File: config.mk
export PLATFORM = sky130hd
export DESIGN_NAME = frame_stat_fifo
export DESIGN_NICKNAME = d
export VERILOG_FILES = /design/src/rtl/fsf_pkg.sv /design/src/rtl/fsf_byte_counter.sv /design/src/rtl/fsf_store.sv /design/src/rtl/frame_stat_fifo.sv
export SDC_FILE = /design/constraint.sdc
export NUM_CORES = 1
export LEC_CHECK = 0
export CORE_MARGIN = 2
export CORE_UTILIZATION = 60
export DETAILED_ROUTE_END_ITERATION = 12
export GPL_ROUTABILITY_DRIVEN = 1
export HOLD_SLACK_MARGIN = 0.03
export PLACE_DENSITY = 0.84
export SLEW_MARGIN = 10
export SYNTH_ARGS = -nofsm -noshare
export SYNTH_HDL_FRONTEND = slang
export SYNTH_SLANG_ARGS = --single-unit
export TNS_END_PERCENT = 100
File: constraint.sdc
create_clock -name clk -period 11.3 [get_ports clk]
set_input_delay 2.26 -clock clk [delete_from_list [all_inputs] [get_ports clk]]
set_output_delay 2.26 -clock clk [all_outputs]
set_load 0.05 [all_outputs]
File: src/rtl/fsf_pkg.sv
package fsf_pkg;
  localparam int FSF_CNT_W  = 14;
  localparam int FSF_STAT_W = 5;
  localparam int FSF_DEPTH  = 10;
endpackage

File: src/rtl/fsf_byte_counter.sv
module fsf_byte_counter #(
  parameter int CNT_W = fsf_pkg::FSF_CNT_W
) (
  input  logic             clk,
  input  logic             rst,
  input  logic             en_i,
  input  logic             byte_i,
  input  logic             eof_i,
  output logic             push_o,
  output logic [CNT_W-1:0] len_o
);
  localparam logic [CNT_W-1:0] MAX = {CNT_W{1'b1}};

  logic [CNT_W-1:0] cnt_q;
  logic [CNT_W-1:0] cnt_inc;

  // the byte of this cycle is included, clipped at the top value
  assign cnt_inc = (byte_i && cnt_q != MAX) ? cnt_q + 1'b1 : cnt_q;
  assign len_o   = cnt_inc;
  assign push_o  = en_i && eof_i;

  always_ff @(posedge clk) begin
    if (rst || !en_i || eof_i) cnt_q <= '0;
    else                       cnt_q <= cnt_inc;
  end

  p_sat_hold_r3: assert property (@(posedge clk) disable iff (rst)
    (cnt_q == MAX && byte_i && !eof_i && en_i) |=> (cnt_q == MAX));

  p_idle_zero_r4: assert property (@(posedge clk) disable iff (rst)
    !en_i |=> (cnt_q == '0));

  p_restart_r2: assert property (@(posedge clk) disable iff (rst)
    push_o |=> (cnt_q == '0));
endmodule

File: src/rtl/fsf_store.sv
module fsf_store #(
  parameter int W     = fsf_pkg::FSF_CNT_W + fsf_pkg::FSF_STAT_W,
  parameter int DEPTH = fsf_pkg::FSF_DEPTH
) (
  input  logic         clk,
  input  logic         rst,
  input  logic         push_i,
  input  logic [W-1:0] din_i,
  input  logic         pop_i,
  output logic [W-1:0] head_o,
  output logic         nempty_o,
  output logic         ovf_o
);
  localparam int PTR_W = (DEPTH > 1) ? $clog2(DEPTH) : 1;
  localparam int OCC_W = $clog2(DEPTH + 1);
  localparam logic [PTR_W-1:0] LAST = PTR_W'(DEPTH - 1);
  localparam logic [OCC_W-1:0] FULL = OCC_W'(DEPTH);

  logic [W-1:0]     mem [DEPTH];
  logic [PTR_W-1:0] wr_q, rd_q, rd_next;
  logic [OCC_W-1:0] occ_q, occ_next;
  logic [W-1:0]     head_q;
  logic             ovf_q;
  logic             do_pop, do_push;

  assign do_pop   = pop_i && (occ_q != '0);
  assign do_push  = push_i && ((occ_q != FULL) || do_pop);
  assign rd_next  = do_pop ? ((rd_q == LAST) ? '0 : rd_q + 1'b1) : rd_q;
  assign occ_next = occ_q + OCC_W'(do_push) - OCC_W'(do_pop);

  always_ff @(posedge clk) begin
    if (do_push) mem[wr_q] <= din_i;
  end

  always_ff @(posedge clk) begin
    if (rst) begin
      wr_q   <= '0;
      rd_q   <= '0;
      occ_q  <= '0;
      head_q <= '0;
      ovf_q  <= 1'b0;
    end else begin
      if (do_push) wr_q <= (wr_q == LAST) ? '0 : wr_q + 1'b1;
      rd_q  <= rd_next;
      occ_q <= occ_next;
      if (push_i && !do_push) ovf_q <= 1'b1;
      if (occ_next != '0)
        head_q <= (do_push && wr_q == rd_next) ? din_i : mem[rd_next];
    end
  end

  assign head_o   = head_q;
  assign nempty_o = (occ_q != '0);
  assign ovf_o    = ovf_q;

  p_occ_bound_r5: assert property (@(posedge clk) disable iff (rst)
    occ_q <= FULL);

  p_ovf_sticky_r6: assert property (@(posedge clk) disable iff (rst)
    ovf_q |=> ovf_q);

  p_pop_empty_r7: assert property (@(posedge clk) disable iff (rst)
    (occ_q == '0 && pop_i && !push_i) |=> ($stable(head_q) && occ_q == '0));

  p_full_swap_r9: assert property (@(posedge clk) disable iff (rst)
    (occ_q == FULL && pop_i && push_i) |=> (occ_q == FULL && $stable(ovf_q)));
endmodule

File: src/rtl/frame_stat_fifo.sv
module frame_stat_fifo #(
  parameter int CNT_W  = fsf_pkg::FSF_CNT_W,
  parameter int STAT_W = fsf_pkg::FSF_STAT_W,
  parameter int DEPTH  = fsf_pkg::FSF_DEPTH
) (
  input  logic                      clk,
  input  logic                      rst,
  input  logic                      en_i,
  input  logic                      byte_i,
  input  logic                      eof_i,
  input  logic [STAT_W-1:0]         stat_i,
  input  logic                      pop_i,
  output logic [STAT_W+CNT_W-1:0]   head_o,
  output logic                      nempty_o,
  output logic                      ovf_o
);
  localparam int W = STAT_W + CNT_W;

  logic             push;
  logic [CNT_W-1:0] len;

  fsf_byte_counter #(.CNT_W(CNT_W)) u_cnt (
    .clk(clk), .rst(rst), .en_i(en_i), .byte_i(byte_i), .eof_i(eof_i),
    .push_o(push), .len_o(len)
  );

  fsf_store #(.W(W), .DEPTH(DEPTH)) u_store (
    .clk(clk), .rst(rst), .push_i(push), .din_i({stat_i, len}),
    .pop_i(pop_i), .head_o(head_o), .nempty_o(nempty_o), .ovf_o(ovf_o)
  );

  p_push_seen_r1: assert property (@(posedge clk) disable iff (rst)
    (en_i && eof_i) |=> nempty_o);
endmodule

==> impl_metrics.yaml <==
clock_network:
  tritoncts_num_sinks: 236
  cts-buffers-inserted: 23
  cts.path.max_buffers: 3
  cts-root-buf: "clkbuf_16"
  cts.htree.levels: 1
  cts_resized: 0
  clock_latency_ns: 0.50
  ctsHoldBuffers: 0
  tritoncts: "done"
  postCtsSetupBuffers: 0
  clkTransAtPathRegs_ns: 0.06
sta:
  relSlewSlack_pct: 17.1
  period_needed_ns: 5.85
  fin_crit_sh_pct: 51.8
  maxSlewViolCount: 0
  hold_viol_final: 0
  finalSetupTns_ns: 0
  fin_ws_ns: 5.45
  rsz0062_at_grt: "no"
  setup_viol: 0
  worstMarginPinSlew_ns: 1.24
  clock.fmax_mhz: 171
  fin_hold_ws_ns: 0.517
  fin_worst_skew_ns: 0.0120
synth:
  ys_ff_latch: 236
  ys_seq_area_share_pct: 67.2
  ys.flop_type: "edfxtp_1"
  netlist_area_um2: 9860
  syn_avg_cell_area_um2: 13.0
  ys_warn_count: 0
  synth_edf_count: 190
  syn_inst: 761
  postSynth.asyncResetShare_pct: 0
  ys_types: 68
  synth_nets: 782
grt:
  grt-ovfl-total: 0
  antenna_found_initial: 0
  grt_pass1_vias: 6492
  grt_max_degree: 77
  grt.total_usage_pct: 26.7
  grt_pass1_wl_um: 36100
route:
  avgRoutedWirePerCell_um: 22.8
  via_per_inst: 6.48
  wirelength_um: 23400
  vias: 6632
  drt_iter0_drc: 741
  drtAntennaViolNets: 0
  route.detailed.drc: 0
  dr.pass1.iters: 7
setup_path:
  reg2reg_setup_slack_ns: 6.81
  reg2reg_from: "u_store.occ_q[2]$_SDFF_PP0_"
  crit_path_max_incr_delay_ns: 0.70
  crit_start: "pop_i"
  cp.required_ns: 11.68
  worstPathCellList: "clkdlybuf4s50_1, nand2_2, inv_2, ha_1, inv_1, ha_1, inv_1, fa_1, xor2_1, nand4b_1, nand3_4, o221ai_1, a211oi_1"
  cp.arrival_ns: 6.23
  crit_buf_inv: 4
  critPathTopFamily: "simple AND/OR/NAND/NOR gates"
  path_class: "primary input to register"
  cp_max_fo: 19
  crit_path_start_kind: "primary input"
  slowest_stage: "nand4b_1"
  r2r_cells: 16
  r2r_end: "u_store.head_o[2]$_SDFFE_PP0P_"
  crit_path_end_kind: "register"
layout:
  syn2layout_area_growth_pct: 13.2
  drive_above_1_share_pct: 10.8
  seqCellArea_um2: 6630
  fill_cells: 1053
  nets: 813
  final_area_um2: 11200
  multiInputGateArea_um2: 3000
  final_cell_mix: "190 x edfxtp_1, 131 x nand2_1, 46 x dfxtp_1"
  diodes: 0
  layout_commonest_cell: "edfxtp_1"
die:
  start_util_pct: 61.6
  die_width_um: 132
  die_h_um: 132
  die_area_um2: 17500
  pin_count: 32
  coreArea_um2: 16000
  fp-row-count: 46
placed_design:
  port_buffers: 31
  post-place-ws_ns: 5.18
  place_congestion: 0.877
  place_area_um2: 10400
  dpl.hpwl_um: 13400
power:
  leakage_nw: 4.01
  peakVddDrop_uv: 149
  power.density_nw_per_um2: 229
worst_hold_path:
  hold-path-endpoint: "u_cnt.cnt_q[1]$_SDFF_PP0_"
  whs_path_depth: 2
  min_path_type: "register to register"
  min-delay-start: "u_cnt.cnt_q[1]$_SDFF_PP0_"
run:
  max-cap-violations: 0
outcome:
  outcome: "completed"
flip-flops by register name, summed over array words and instances, names as in the netlist:
name,flops
u_store.wr_q,4
u_store.mem,190
u_store.occ_q,4
u_store.ovf_o,1
u_cnt.cnt_q,14
u_store.rd_q,4
u_store.head_o,19
worst max path at each step:
stage                                     end  slack [ns]  depth (start not counted)
6_report       u_store.head_o[2]$_SDFFE_PP0P_        5.45                         13
4_1_cts        u_store.head_o[2]$_SDFFE_PP0P_        5.54                         13
2_1_floorplan     u_store.mem[0][0]$_DFFE_PP_        5.98                          4
5_1_grt        u_store.head_o[2]$_SDFFE_PP0P_        5.19                         13
3_3_place_gp   u_store.head_o[2]$_SDFFE_PP0P_        5.46                         13
3_5_place_dp   u_store.head_o[2]$_SDFFE_PP0P_        5.18                         13
Yosys cell counts, types with 5 or more instances:
library cell | count | area share [%]
nor2b_1 | 14 | 0.89
edfxtp_1 | 190 | 58
nand3_1 | 7 | 0.36
a21oi_1 | 32 | 1.6
inv_1 | 22 | 0.84
dfxtp_1 | 46 | 9.3
xor2_1 | 7 | 0.62
o21ai_0 | 5 | 0.25
a311oi_1 | 10 | 0.89
nand2_1 | 132 | 5.0
nor3_1 | 9 | 0.46
ha_1 | 9 | 1.1
a31oi_1 | 20 | 1.3
buf_2 | 14 | 0.71
a32oi_1 | 17 | 1.5
o221ai_1 | 10 | 0.89
nor2_1 | 25 | 0.95
clkbuf_1 | 24 | 0.91
a211oi_1 | 33 | 2.5
xnor2_1 | 9 | 0.80
o22ai_1 | 9 | 0.57
mux2i_1 | 21 | 2.1
and3_1 | 30 | 1.9
worst register-to-register path: stages (launching register included):
cell and delay, ns:
dfxtp_1 0.30, inv_1 0.11, ha_1 0.20, nor3b_4 0.41, inv_4 0.11, nand2_2 0.13, inv_2 0.09, ha_1 0.28
inv_1 0.06, ha_1 0.16, inv_1 0.06, fa_1 0.38, xor2_1 0.26, nand4b_1 0.70, nand3_4 0.52, o221ai_1 0.22
a211oi_1 0.37
metal layers:
layer	track usage [%]	share of wire, %
met5	0	0
met4	9.62	3.1
met3	3.96	8.8
met2	43.9	48
met1	36.6	40
kinds of logic (layout without fill, tap and decap cells):
kind of cell | Yosys count | in the layout | share of synthesized area [%]
AO/OA/AOI/OAI | 163 | 163 | 12.2
XOR/XNOR | 16 | 16 | 1.42
adder cells (fa/ha/maj) | 10 | 10 | 1.35
buffers and inverters | 67 | 114 | 3.02
flip-flops | 236 | 236 | 67.2
multiplexers | 21 | 21 | 2.13
AND/OR/NAND/NOR | 248 | 248 | 12.7
metrics by stage:
stage          std cells  total power, mW  utilization [%]
2_1_floorplan        761             1.61                -
3_3_place_gp         983             1.78             65.2
3_5_place_dp         983             1.82             65.2
4_1_cts             1024             2.55             69.8
5_1_grt             1024             2.66             69.8
6_report            1024             2.56             69.8
power breakdown:
part	internal, mW	switching [mW]
Sequential	0.973	0.0359
Combinational	0.274	0.538
Clock	0.431	0.308
Total	1.68	0.882
layout make-up:
cell class,count,area share (%)
clock buffers,32,5.92
well taps,216,2.42
repair buffers,49,3.99
clock inverters,9,0.639
inverters,24,0.830
flip-flops and latches,236,59.4
multi-input cells,458,26.8
Power figures use the tool's default switching activity.
